[config.mk]
export PLATFORM = sky130hd
export DESIGN_NAME = bmdma_chan
export DESIGN_NICKNAME = d
export VERILOG_FILES = /design/src/rtl/bmdma_chan.sv
export SDC_FILE = /design/constraint.sdc
export NUM_CORES = 1
export LEC_CHECK = 0
export BUFFER_PORTS_ARGS = -buffer_cell sky130_fd_sc_hd__buf_2
export CORE_MARGIN = 2
export CORE_UTILIZATION = 51
export CTS_BUF_LIST = sky130_fd_sc_hd__clkbuf_4
export DETAILED_ROUTE_END_ITERATION = 10
export GPL_ROUTABILITY_DRIVEN = 0
export PLACE_DENSITY = 0.79
export SYNTH_ARGS = -nofsm -noshare
export SYNTH_HDL_FRONTEND = slang
export SYNTH_SLANG_ARGS = --single-unit
[constraint.sdc]
create_clock -name clk -period 2.1 [get_ports clk]
set_input_delay 0.315 -clock clk [delete_from_list [all_inputs] [get_ports clk]]
set_output_delay 0.315 -clock clk [all_outputs]
set_load 0.02 [all_outputs]
[src/rtl/bmdma_chan.sv]
module bmdma_chan (
  input  logic        clk,
  input  logic        rst_n,
  input  logic        simplex_strap,
  input  logic        bus_we,
  input  logic [2:0]  bus_addr,
  input  logic [31:0] bus_wdata,
  output logic [31:0] bus_rdata,
  output logic        mem_req,
  output logic        mem_we,
  output logic        mem_wide,
  output logic [31:0] mem_addr,
  output logic [15:0] mem_wdata,
  input  logic [31:0] mem_rdata,
  input  logic        mem_ack,
  input  logic        mem_err,
  input  logic        drv_req,
  output logic        drv_ack,
  input  logic [15:0] drv_rdata,
  output logic [15:0] drv_wdata
);
  typedef enum logic [2:0] {S_IDLE, S_DF0, S_DF1, S_WAIT, S_MEM, S_PUT, S_DONE} st_t;

  st_t         st, st_after;
  logic        cmd_start, cmd_rd, st_err, st_int, fin;
  logic [1:0]  cap;
  logic [31:0] tbl_ptr, dp, buf_a;
  logic [16:0] cnt, cnt_ld;
  logic [15:0] dbuf;
  logic        active, wr_cmd, wr_sta, wr_ptr, go, last_word;
  logic [7:0]  status;
  logic        unused_bits;

  assign active    = (st != S_IDLE) && (st != S_DONE);
  assign wr_cmd    = bus_we && bus_addr == 3'd0;
  assign wr_sta    = bus_we && bus_addr == 3'd2;
  assign wr_ptr    = bus_we && bus_addr == 3'd4;
  assign go        = wr_cmd && bus_wdata[0] && !cmd_start && st == S_IDLE;
  assign last_word = cnt == 17'd2;
  assign cnt_ld    = (mem_rdata[15:1] == 15'd0) ? 17'h10000 : {1'b0, mem_rdata[15:1], 1'b0};
  assign status    = {simplex_strap, cap, 2'b00, st_int, st_err, active};
  assign unused_bits = ^{mem_rdata[0], tbl_ptr[1:0]};

  assign mem_req   = st == S_DF0 || st == S_DF1 || st == S_MEM;
  assign mem_wide  = st != S_MEM;
  assign mem_we    = st == S_MEM && cmd_rd;
  assign mem_addr  = (st == S_MEM) ? buf_a : dp;
  assign mem_wdata = dbuf;
  assign drv_ack   = st == S_PUT || (st == S_WAIT && cmd_start && drv_req && cmd_rd);
  assign drv_wdata = dbuf;

  always_comb begin
    if (last_word && fin)  st_after = S_DONE;
    else if (!cmd_start)   st_after = S_IDLE;
    else if (last_word)    st_after = S_DF0;
    else                   st_after = S_WAIT;
  end

  always_comb begin
    case (bus_addr)
      3'd0:    bus_rdata = {28'd0, cmd_rd, 2'b00, cmd_start};
      3'd2:    bus_rdata = {24'd0, status};
      3'd4:    bus_rdata = tbl_ptr;
      default: bus_rdata = 32'd0;
    endcase
  end

  always_ff @(posedge clk) begin
    if (!rst_n) begin
      st <= S_IDLE;
      cmd_start <= 1'b0; cmd_rd <= 1'b0;
      st_err <= 1'b0; st_int <= 1'b0; cap <= 2'b00; fin <= 1'b0;
      tbl_ptr <= '0; dp <= '0; buf_a <= '0; cnt <= '0; dbuf <= '0;
    end else begin
      if (wr_cmd) begin
        cmd_start <= bus_wdata[0];
        cmd_rd    <= bus_wdata[3];
      end
      if (wr_ptr) tbl_ptr <= bus_wdata;
      if (wr_sta) begin
        cap <= bus_wdata[6:5];
        if (bus_wdata[1]) st_err <= 1'b0;
        if (bus_wdata[2]) st_int <= 1'b0;
      end
      case (st)
        S_IDLE: if (go) begin
          dp <= {tbl_ptr[31:2], 2'b00};
          st <= S_DF0;
        end
        S_DF0:
          if (mem_err) begin st_err <= 1'b1; st <= S_IDLE; end
          else if (mem_ack) begin
            buf_a <= {mem_rdata[31:1], 1'b0};
            dp    <= dp + 32'd4;
            st    <= S_DF1;
          end
        S_DF1:
          if (mem_err) begin st_err <= 1'b1; st <= S_IDLE; end
          else if (mem_ack) begin
            cnt <= cnt_ld;
            fin <= mem_rdata[31];
            dp  <= dp + 32'd4;
            st  <= cmd_start ? S_WAIT : S_IDLE;
          end
        S_WAIT:
          if (!cmd_start) st <= S_IDLE;
          else if (drv_req) begin
            if (cmd_rd) dbuf <= drv_rdata;
            st <= S_MEM;
          end
        S_MEM:
          if (mem_err) begin st_err <= 1'b1; st <= S_IDLE; end
          else if (mem_ack) begin
            if (cmd_rd) begin
              buf_a <= buf_a + 32'd2;
              cnt   <= cnt - 17'd2;
              st    <= st_after;
              if (st_after == S_DONE) st_int <= 1'b1;
            end else begin
              dbuf <= mem_rdata[15:0];
              st   <= S_PUT;
            end
          end
        S_PUT: begin
          buf_a <= buf_a + 32'd2;
          cnt   <= cnt - 17'd2;
          st    <= st_after;
          if (st_after == S_DONE) st_int <= 1'b1;
        end
        S_DONE:
          if (!cmd_start) st <= S_IDLE;
          else if (drv_req) begin st_err <= 1'b1; st <= S_IDLE; end
        default: st <= S_IDLE;
      endcase
    end
  end
endmodule

## Word-level counts from Yosys, hierarchy flattened

Cells that the tools add are included.

| storage, ports and cells | value |
|---|---|
| register bits | 139 |
| word-level logic and storage cells | 135 |
| memory bits (writable) | 0 |
| memories | 0 |
| memory bits (read-only) | 0 |
| bits in latches | 0 |

| operators by class | value |
|---|---|
| shifts and indexed selects | 0 |
| muxes and demuxes | 56 |
| reduce and logical (&&, ||, !) cells | 32 |
| multipliers | 0 |
| bitwise operators | 1 |
| divide/modulo/power cells | 0 |
| magnitude comparators | 0 |
| add/subtract/negate cells | 3 |
| equal/unequal tests | 31 |

Operator list:

| operator | number |
|---|---|
| $mux 32 | 9 |
| $pmux 32 s3 | 2 |
| $mux 17 | 6 |
| $mux 16 | 6 |
| $pmux 32 s2 | 1 |
| $pmux 17 s3 | 1 |
| $mux 3 | 13 |
| $add 32x2->32 const B | 1 |
| $add 32x3->32 const B | 1 |
| $pmux 16 s2 | 1 |
| $ne 2x2->1 const B | 13 |
| $ne 3x3->1 const B | 7 |
| $pmux 3 s7 | 1 |
| $reduce_and 6->1 | 3 |
| $eq 17x2->1 const B | 1 |
| $sub 17x2->17 const B | 1 |
| $eq 3x3->1 const B | 5 |
| $logic_not 15->1 | 1 |
| $logic_and 1x1->1 | 12 |
| $mux 1 | 11 |
| $eq 3x2->1 const B | 3 |
| $reduce_bool 3->1 | 3 |
| $reduce_and 7->1 | 1 |
| $logic_not 3->1 | 2 |
| 12 further kinds | 18 |

## Depth between registers and ports, before layout

Gate-level depths: netlist of the first run.

| depth | value |
|---|---|
| depth in word-level cells | 10 |
| gate-level depth with buffers | 9 |
| mapped depth without buffers | 7 |

## Least setup slack after synthesis of the first run

OpenSTA, ideal clock, no wires.

| path | value |
|---|---|
| path type | register to output |
| start | register st[1] |
| end | output port mem_addr[10] |
| path slack | 0.015 ns |
| data required time | 1.785 ns |
| cell stages (with the launch flop) | 10 |
| data arrival time | 1.770 ns |
| path through | dfxtp_1 > buf_2 > nor2_2 > and2_1 > buf_2 > inv_1 > clkbuf_1 > clkbuf_1 > nand2_1 > nand2_1 |

| between the ends | value |
|---|---|
| word-level cells in the longest chain between the ends | 2 |

RTL lines:

| what | RTL line | source |
|---|---|---|
| start: declaration | 24 | `st_t st, st_after;` |
| start signal: assignment | 103 | `st <= cmd_start ? S_WAIT : S_IDLE;` |
| start signal: assignment | 117 | `st <= st_after;` |
| start signal: assignment | 127 | `st <= st_after;` |
| $eq 3x3->1 | 47 | `assign mem_addr = (st == S_MEM) ? buf_a : dp;` |
| $mux 32 | 47 |  |
| end: declaration | 12 | `output logic [31:0] mem_addr,` |

Every way passes these cells.

## Worst setup path in the final report of the first run

| path | value |
|---|---|
| start | register st[0] |
| end | output port mem_addr[14] |

Same word-level chain as after synthesis.

==> run summary, run 1 <==
The path with the worst hold slack has its endpoint at drv_wdata[0]. The worst register-to-register path begins at buf_a[11]. Walking the worst path, the cells encountered are nor2_4 -> and2_4 -> clkinv_8 -> clkbuf_16 -> nand2_1 -> nand2_1 -> buf_2. The die height was 131 microns; the total routing usage reported by global routing was 31.2%. After filler insertion, the fill cell instance count of the layout stands at 1,228. The checks that failed: setup timing.

The via count of the routed design came out at 9,682. The class of the tightest hold or removal check was input pin to flip-flop. The smallest clock period supported by the final layout is computed as 2.21 ns. In the synthesized netlist the async set-or-reset flop fraction comes to 0%.

The H-tree depth was 4; the post-synthesis to final-layout area growth was 33.7%. In this run the count of I/O pins placed on the die edge is 190. The highest net fanout along the worst path is 9. The stage delay of the slowest cell on the critical path works out to 0.39 ns. The wire length per cell after detailed routing was 17.4 microns; the buffer levels on the longest clock path was 2. Global routing finished with a remaining overflow of 0. Endpoint kind of the worst setup timing path: an output port.

For this run, the post-layout net count is 1,471. The largest delay contributor family on the critical path is simple AND/OR/NAND/NOR gates. The number of nets in the synthesized netlist is 1,239. The dominant synthesized flop cell is sky130_fd_sc_hd__dfxtp_1. The final worst setup slack was -0.113 ns; the post-synthesis instance area was 8170 sq um. The clock tree skew after final layout was 0.0162 ns. The via count of the first global-routing pass was 8,799.

Dividing total power by cell area gives a power density of 463 nW/um^2. Before antenna repair, the detailed router went through 6 iterations. Number of distinct library cell variants in the gate-level netlist after synthesis: 76. The most common library cell in the layout ignoring fill and taps is sky130_fd_sc_hd__nand2_1.

Counting flops with a built-in enable in the synthesized netlist gives 0. The share of the synthesized area in the top cell type came out at 33.1%. The initial antenna violation count is 0, and the area occupied by multi-input gates is 5140 sq um. For the register area, the log shows 2710 sq um. The clock sink total came out at 135. Wires add up to 28,000 microns. The end of the worst register-to-register path was buf_a[31].

The critical path contains buffers and inverters numbering 3 combined. The initial standard-cell utilization of the core is 51.8%, and the number of buffers inserted by port buffering is 188. Using the TritonRoute via totals, the vias-per-cell ratio works out to 6.02. Counting instances, the worst hold path has a depth of 3. The initialized floorplan defines 46 standard-cell rows. The number of failing setup endpoints in the final timing report is 31, and the maximum frequency from static timing analysis is 452 MHz. Critical path required time: 1.78 ns. Setup repair after global routing could not meet its margin everywhere. Synthesis handed over a netlist of 1,146 instances. Share of the clock period used by the worst path after layout: 105%.

The worst-case IR drop observed on VDD is 604 uV. After synthesis, flip-flops and latches occupy 33.1% of the total area. The diode insertion count for antenna repair is 0, and the proportion of layout cells with a drive suffix above 1 is 28.8%. The residual DRC count is 0, and the synthesized area per cell is 7.13 sq um.

Clock-pin slew was measured on the worst setup and hold paths at 0.12 ns. In this design, the critical path's most frequently occurring cell is sky130_fd_sc_hd__nand2_1. The number of cells on the worst reg-to-reg path is 5. Adding up every negative setup slack in the final design gives -1.44 ns.

Across all register-to-register paths, the minimum setup slack is 0.14 ns. The remaining max-slew budget at the tightest pin came out at 58.5%. By area the synthesized netlist is led by sky130_fd_sc_hd__dfxtp_1, sky130_fd_sc_hd__nand2_1, sky130_fd_sc_hd__a21oi_1.

The analysis attributes to cell leakage a power of 4.54 nW. The nature of the critical path startpoint is a flip-flop. STA puts the critical path data arrival time at 1.90 ns. Biggest area consumer among synthesized cells: sky130_fd_sc_hd__dfxtp_1. The slowest stage of the critical path belongs to the cell sky130_fd_sc_hd__dfxtp_4. The logs give 15,800 sq um for the area of the core and 0 for the count of maximum capacitance violations. The wire-length estimate of the detail-placed layout is 18,000 microns. The total CTS buffers is 17, and the largest net degree at the start of global routing is 62. The tools report the count of antenna-violating nets left after detailed routing as 0. In the layout the commonest cells are sky130_fd_sc_hd__nand2_1, sky130_fd_sc_hd__buf_2, sky130_fd_sc_hd__dfxtp_1, sky130_fd_sc_hd__nor2_1, sky130_fd_sc_hd__a21oi_1.

The logs give 17,100 sq um for the die area and 1,172 for the first-iteration detailed-routing DRC count. The critical path in this run is classified as flip-flop to output port. Actual transition at the worst max-transition pin: 0.623 ns. The flop and latch count out of synthesis was 135. The worst hold path begins at drv_rdata[0].

The number of pins with negative max-slew slack in the final report was 0. For this run, the number of Yosys warnings is 0. The number of endpoints with negative hold slack in the final report is 0.

Clock latency on the worst-skew pair, taken at its later pin, is 0.56 ns. The cell sitting at the root of the clock tree is a sky130_fd_sc_hd__clkbuf_4. The first-pass GRT wire length is 42,900 microns, and the horizontal die dimension is 131 microns. Cells fill 69.3% of the core in the end. TritonCTS built the clock tree. The run finished, with violations left.
==> kinds of logic (layout without fill, tap and decap cells) <==
kind of cell	Yosys count	count (layout)	share of synthesized area, %
flops	135	135	33.1
mux	10	10	1.22
fa+ha+maj	3	3	0.459
simple gates	558	558	32.6
buf+inv	124	369	6.97
compound gates	312	312	25.3
other cells	1	1	0.0459
xor+xnor	3	3	0.322
==> Yosys cell counts, types with 11 or more instances <==
master	count
sky130_fd_sc_hd__a21oi_1	99
sky130_fd_sc_hd__and3_1	15
sky130_fd_sc_hd__nand4_1	30
sky130_fd_sc_hd__o21ai_0	53
sky130_fd_sc_hd__inv_1	11
sky130_fd_sc_hd__o221a_2	12
sky130_fd_sc_hd__nand2_1	244
sky130_fd_sc_hd__buf_2	22
sky130_fd_sc_hd__a31oi_1	19
sky130_fd_sc_hd__dfxtp_1	135
sky130_fd_sc_hd__nor2_1	104
sky130_fd_sc_hd__a311oi_1	21
sky130_fd_sc_hd__clkbuf_1	63
sky130_fd_sc_hd__and2_1	39
sky130_fd_sc_hd__nand3_1	29
sky130_fd_sc_hd__nor3_1	30
sky130_fd_sc_hd__buf_4	18
==> worst register-to-register path, delay by kind of cell, from the launching register on <==
| family | cells | cell delay, ns |
|---|---|---|
| and+or+nand+nor | 4 | 1.28 |
| AOI/OAI and AO/OA | 1 | 0.10 |
| DFF | 1 | 0.51 |
==> worst max-delay path by stage <==
stage	start	endpoint	slack, ns	cells past startpoint
2_1_floorplan	st[1]	mem_addr[10]	0.02	9
3_3_place_gp	cnt[4]	cnt[9]	0.22	4
3_5_place_dp	bus_addr[2]	dp[22]	0.18	7
4_1_cts	st[1]	bus_rdata[0]	-0.12	6
5_1_grt	st[1]	bus_rdata[0]	-0.18	6
6_report	st[0]	mem_addr[14]	-0.11	7
==> registers in the layout (all words and copies together), names as in the netlist, 2 cells and up <==
| register | flops |
|---|---|
| cnt | 16 |
| drv_wdata | 16 |
| st | 3 |
| dp | 30 |
| cap | 2 |
| buf_a | 31 |
| tbl_ptr | 32 |
==> report_power, final <==
group          switching, W  internal [W]  total [W]
Combinational      0.000403      0.000333   0.000737
Sequential        0.0000510       0.00260    0.00265
Clock              0.000969      0.000702    0.00167
==> through the flow <==
stage               setup WS [ns]  hold WS, ns  instance area [sq um]  cells  power [W]
CTS                        -0.115      0.00390                  10500   1597    0.00502
floorplan                  0.0155        0.437                   8170   1146    0.00305
global placement            0.220        0.443                   9510   1511    0.00331
detailed placement          0.184        0.451                   9510   1511    0.00331
global route               -0.182      0.00547                  10900   1607    0.00526
finish                     -0.113       0.0329                  10900   1607    0.00506
==> layer usage <==
| layer | up-vias | wire length, microns | GRT usage (%) | share of wire, % |
|---|---|---|---|---|
| met5 | - | 0 | 0 | 0 |
| met4 | 0 | 1120 | 14.5 | 4.0 |
| met3 | 98 | 2590 | 6.64 | 9.2 |
| met2 | 605 | 12800 | 49.6 | 46 |
| met1 | 4420 | 11400 | 40.7 | 41 |
| li1 | 4559 | - | - | - |
==> cell type report <==
type | count | share of cell area, %
Clock buffer | 19 | 1.31
Clock inverter | 13 | 1.03
Inverter | 12 | 0.527
Multi-Input combinational cell | 887 | 47.0
Sequential cell | 135 | 24.8
Tap cell | 216 | 2.47
Timing Repair Buffer | 325 | 22.8
==> timing repair <==
item / 4_1_cts / 5_1_grt
pin swaps: 2 / 15
resized for setup: 65 / 89
endpoints found under the hold margin: 50 / 2
endpoints found under the setup margin: 34 / 34
gates cloned: 1 / 5
buffers inserted: 7 / 3
hold buffers: 46 / 2
Note: power is estimated with default switching activity, not from simulation.
==> run 2, diff against run 1 <==
Settings changed: GPL_TIMING_DRIVEN set to 0.
==> run 2 against run 1 <==
Utilization rose by 2.6 points. The run still ends with setup timing left. Critical endpoint is now mem_addr[22]. Clock skew rose by 0.0049 ns. Largest power group unchanged. Register-to-register slack got worse by 0.17 ns. Sequential power barely moved.
==> run summary, run 2 (synthesis results as in run 1) <==
For the area occupied by multi-input gates, the log shows 5280 sq um (was 5140 sq um). The endpoint kind of the worst setup timing path was an output port (unchanged). The total power density per cell area is 469 nW/um^2 (was 463 nW/um^2). The tools report the register area as 2720 sq um (was 2710 sq um). The count of antenna-violating nets left after detailed routing was 0 (unchanged). The tools report the standard cell area after detailed placement as 9370 sq um (was 9510 sq um). The H-tree depth was 4 (unchanged).

The slowest stage cell on the critical path was sky130_fd_sc_hd__dfxtp_2 (was sky130_fd_sc_hd__dfxtp_4). Final design instance area without fill: 11,300 sq um (was 10,900 sq um). Clock tree skew after final layout: 0.0211 ns (was 0.0162 ns). The largest net degree at the start of global routing was 17 (was 62).

Leading cell types in the layout, fill and taps excluded: sky130_fd_sc_hd__nand2_1, sky130_fd_sc_hd__buf_2, sky130_fd_sc_hd__dfxtp_1, sky130_fd_sc_hd__nor2_1, sky130_fd_sc_hd__a21oi_1 (unchanged). Total I/O pin count: 190 (unchanged). The run gives 376 uV (was 604 uV) as the peak ir drop on the vdd network. The logs give 0.60 ns (was 0.56 ns) for the clock latency on the worst-skew pair and 10,600 (was 9,682) for the via count of the routed design. Critical path launch point: st[1] (was st[0]). The logs give 46 (unchanged) for the number of placement rows and 40 (was 31) for the number of failing setup endpoints in the final timing report.

The post-synthesis to final-layout area growth was 38.8% (was 33.7%). Most common library cell in the layout ignoring fill and taps: sky130_fd_sc_hd__nand2_1 (unchanged). The die height was 131 microns (unchanged); the first-pass GRT wire length was 49,900 microns (was 42,900 microns). The horizontal die dimension works out to 131 microns (unchanged).

The launching point of the worst reg2reg path was st[2] (was buf_a[11]). For the residual DRC count, the log shows 0 (unchanged). The stage delay of the slowest cell on the critical path came out at 0.35 ns (was 0.39 ns). The final worst setup slack was -0.244 ns (was -0.113 ns); the placed wire-length estimate was 21,600 microns (was 18,000 microns). The remaining max-slew budget at the tightest pin is 39.2% (was 58.5%).

The data arrival at the endpoint of the critical path was 2.03 ns (was 1.90 ns). The flow ran to the end, but the final reports show violations. Class of the tightest hold or removal check: input pin to flip-flop (unchanged). The number of pins with negative max-slew slack in the final report is 0 (unchanged), and the number of fill cells is 1,215 (was 1,228). The clock period minus worst slack is 2.34 ns (was 2.21 ns). Aggregate negative setup slack: -5.42 ns (was -1.44 ns).

The leakage power is 4.80 nW (was 4.54 nW), and the share of the clock period used by the worst path after layout is 112% (was 105%). The internal power was 0.00367 W (was 0.00364 W); the utilization after layout was 71.9% (was 69.3%). The initial standard-cell utilization of the core was 51.8% (unchanged).

Setup repair after global routing could not meet its margin everywhere. Violated checks: setup timing (unchanged). For the critical path required time, the log shows 1.78 ns (about the same). The flip-flop count of the largest register, all copies and words added came out at 32 (unchanged).

Maximum frequency from static timing analysis: 427 MHz (was 452 MHz). The number of buffers inserted by port buffering works out to 185 (was 188). The wire length the detailed router placed on met1 came out at 12,100 microns (was 11,400 microns).

The nature of the critical path startpoint was a flip-flop (unchanged). The logs give 0 (unchanged) for the remaining global-route overflow and 33,400 microns (was 28,000 microns) for the post-detailed-routing wire length. The beginning of the worst hold path was drv_rdata[14] (was drv_rdata[0]). The share of total power in the clock network is 35.1% (was 33.0%).

TritonCTS built the clock tree. For the net switching power figure, the log shows 0.00165 W (was 0.00142 W). Class of the most critical setup path: flip-flop to output port (unchanged). For the total routing usage reported by global routing, the log shows 37.3% (was 31.2%). The number of endpoints with negative hold slack in the final report is 0 (unchanged). Highest layer used for signal routing: met4 (unchanged). Top flop regs: tbl_ptr: 32 flops, buf_a: 31 flops, dp: 30 flops (unchanged).

The wire length per cell after detailed routing was 20.0 microns (was 17.4 microns). For the die area, the log shows 17,100 sq um (unchanged). The highest net fanout along the worst path was 6 (was 9); the first-iteration detailed-routing DRC count was 1,654 (was 1,172). The tools report the via count of the first global-routing pass as 9,679 (was 8,799). The number of nets in the layout came out at 1,534 (was 1,471). The area of the core came out at 15,800 sq um (unchanged). Proportion of layout cells with a drive suffix above 1: 31.5% (was 28.8%). The register clock-pin slew on the reported worst setup and hold paths works out to 0.12 ns (about the same). The logs give 1 (was 0) for the initial antenna violation count and 0 (unchanged) for the count of maximum capacitance violations. Via density per instance: 6.32 (was 6.02). Wire length on met2: 14,700 microns (was 12,800 microns). Worst-path cell chain: buf_6 -> nor2_4 -> and2_4 -> buf_6 -> clkbuf_16 -> nand2_2 -> nand2_2 -> buf_6 (was nor2_4 -> and2_4 -> clkinv_8 -> clkbuf_16 -> nand2_1 -> nand2_1 -> buf_2). The part of the power in registers is 50.1% (was 52.4%). The register bank with the most flops was tbl_ptr (unchanged).

The cell at the root of the clock tree is sky130_fd_sc_hd__clkbuf_4 (unchanged). The switching part of the total was 31.0% (was 28.1%); the met3 wirelength from detailed routing was 4060 microns (was 2590 microns). The run gives 9 (was 6) as the number of search-and-repair iterations in the first detailed-routing pass. The combinational fraction of design power came out at 14.8% (was 14.6%).

The actual transition at the worst max-transition pin was 0.912 ns (was 0.623 ns). The buffer levels on the longest clock path is 2 (unchanged). The total CTS buffers was 17 (unchanged); the clock sink total was 135 (unchanged). The cell with the most instances on the worst path is sky130_fd_sc_hd__buf_6 (was sky130_fd_sc_hd__nand2_1).
run 2: cell count changes in the layout (fill, tap and decap cells not counted), moves of 5 or more:
cell                       previous run  this run
sky130_fd_sc_hd__clkbuf_1             0        25
sky130_fd_sc_hd__clkbuf_2             0        24
sky130_fd_sc_hd__clkinv_2             6         0
sky130_fd_sc_hd__buf_4               74        64
sky130_fd_sc_hd__dfxtp_1            132       126
sky130_fd_sc_hd__dfxtp_2              0         6
sky130_fd_sc_hd__nand2_2             42        47
sky130_fd_sc_hd__inv_6                0         6
sky130_fd_sc_hd__nand2_4             10         3
sky130_fd_sc_hd__nor4_4               1         6
sky130_fd_sc_hd__buf_2              158       169
sky130_fd_sc_hd__buf_12               8         0
sky130_fd_sc_hd__buf_6               28        40
run 2: stage by stage:
stage / total power (W) / std cells / hold WS [ns] / setup slack, ns
2_1_floorplan: 0.00305 / 1146 / 0.437 / 0.0155
3_3_place_gp: 0.00331 / 1547 / 0.443 / -0.592
3_5_place_dp: 0.00331 / 1547 / 0.455 / -0.569
4_1_cts: 0.00521 / 1648 / 0.00622 / -0.147
5_1_grt: 0.00545 / 1671 / 0.0143 / -0.287
6_report: 0.00532 / 1671 / 0.00171 / -0.244
run 2: area by class of cell:
cell class,count,share of cell area [%]
diodes,1,0.0221
plain buffers,106,6.07
clock buffers,17,1.13
clock inverters,15,1.46
inverters,12,0.508
multi-input cells,887,46.6
flip-flops and latches,135,24.0
well taps,216,2.38
repair buffers,282,17.9
run 2: metal layers:
layer / vias to the layer above / global-route usage (%)
met1: 4710 / 46.0
met5: - / 0
met2: 912 / 58.8
met4: 0 / 26.3
li1: 4713 / -
met3: 231 / 6.96
run 2: final timing paths:
check | cells past startpoint | endpoint | slack [ns]
worst max-delay path | 8 | mem_addr[22] | -0.24
worst min-delay path | 3 | drv_wdata[14] | 0.002
worst max register to register | 8 | cnt[8] | -0.03
worst min register to register | 2 | tbl_ptr[1] | 0.47
run 2: power groups by stage:
stage / combinational (W) / sequential [W] / clock [W]
floorplan: 0.000352 / 0.00269 / 0
global placement: 0.000597 / 0.00271 / 0
detailed placement: 0.000599 / 0.00271 / 0
CTS: 0.000731 / 0.00266 / 0.00182
global route: 0.000833 / 0.00267 / 0.00195
finish: 0.000786 / 0.00266 / 0.00187
run 2: repair_timing:
item	in CTS	in global routing
endpoints found under the hold margin	52	0
pin swaps	27	23
gates cloned	2	2
buffers inserted	19	24
hold buffers	50	0
gates resized for setup	203	94
endpoints found under the setup margin	150	143
run 2: worst max-delay path: cells and delay by family, from the launching register on:
kind                   cells  cell delay, ns
buffers and inverters      4            0.54
DFF                        1            0.35
and+or+nand+nor            4            0.53
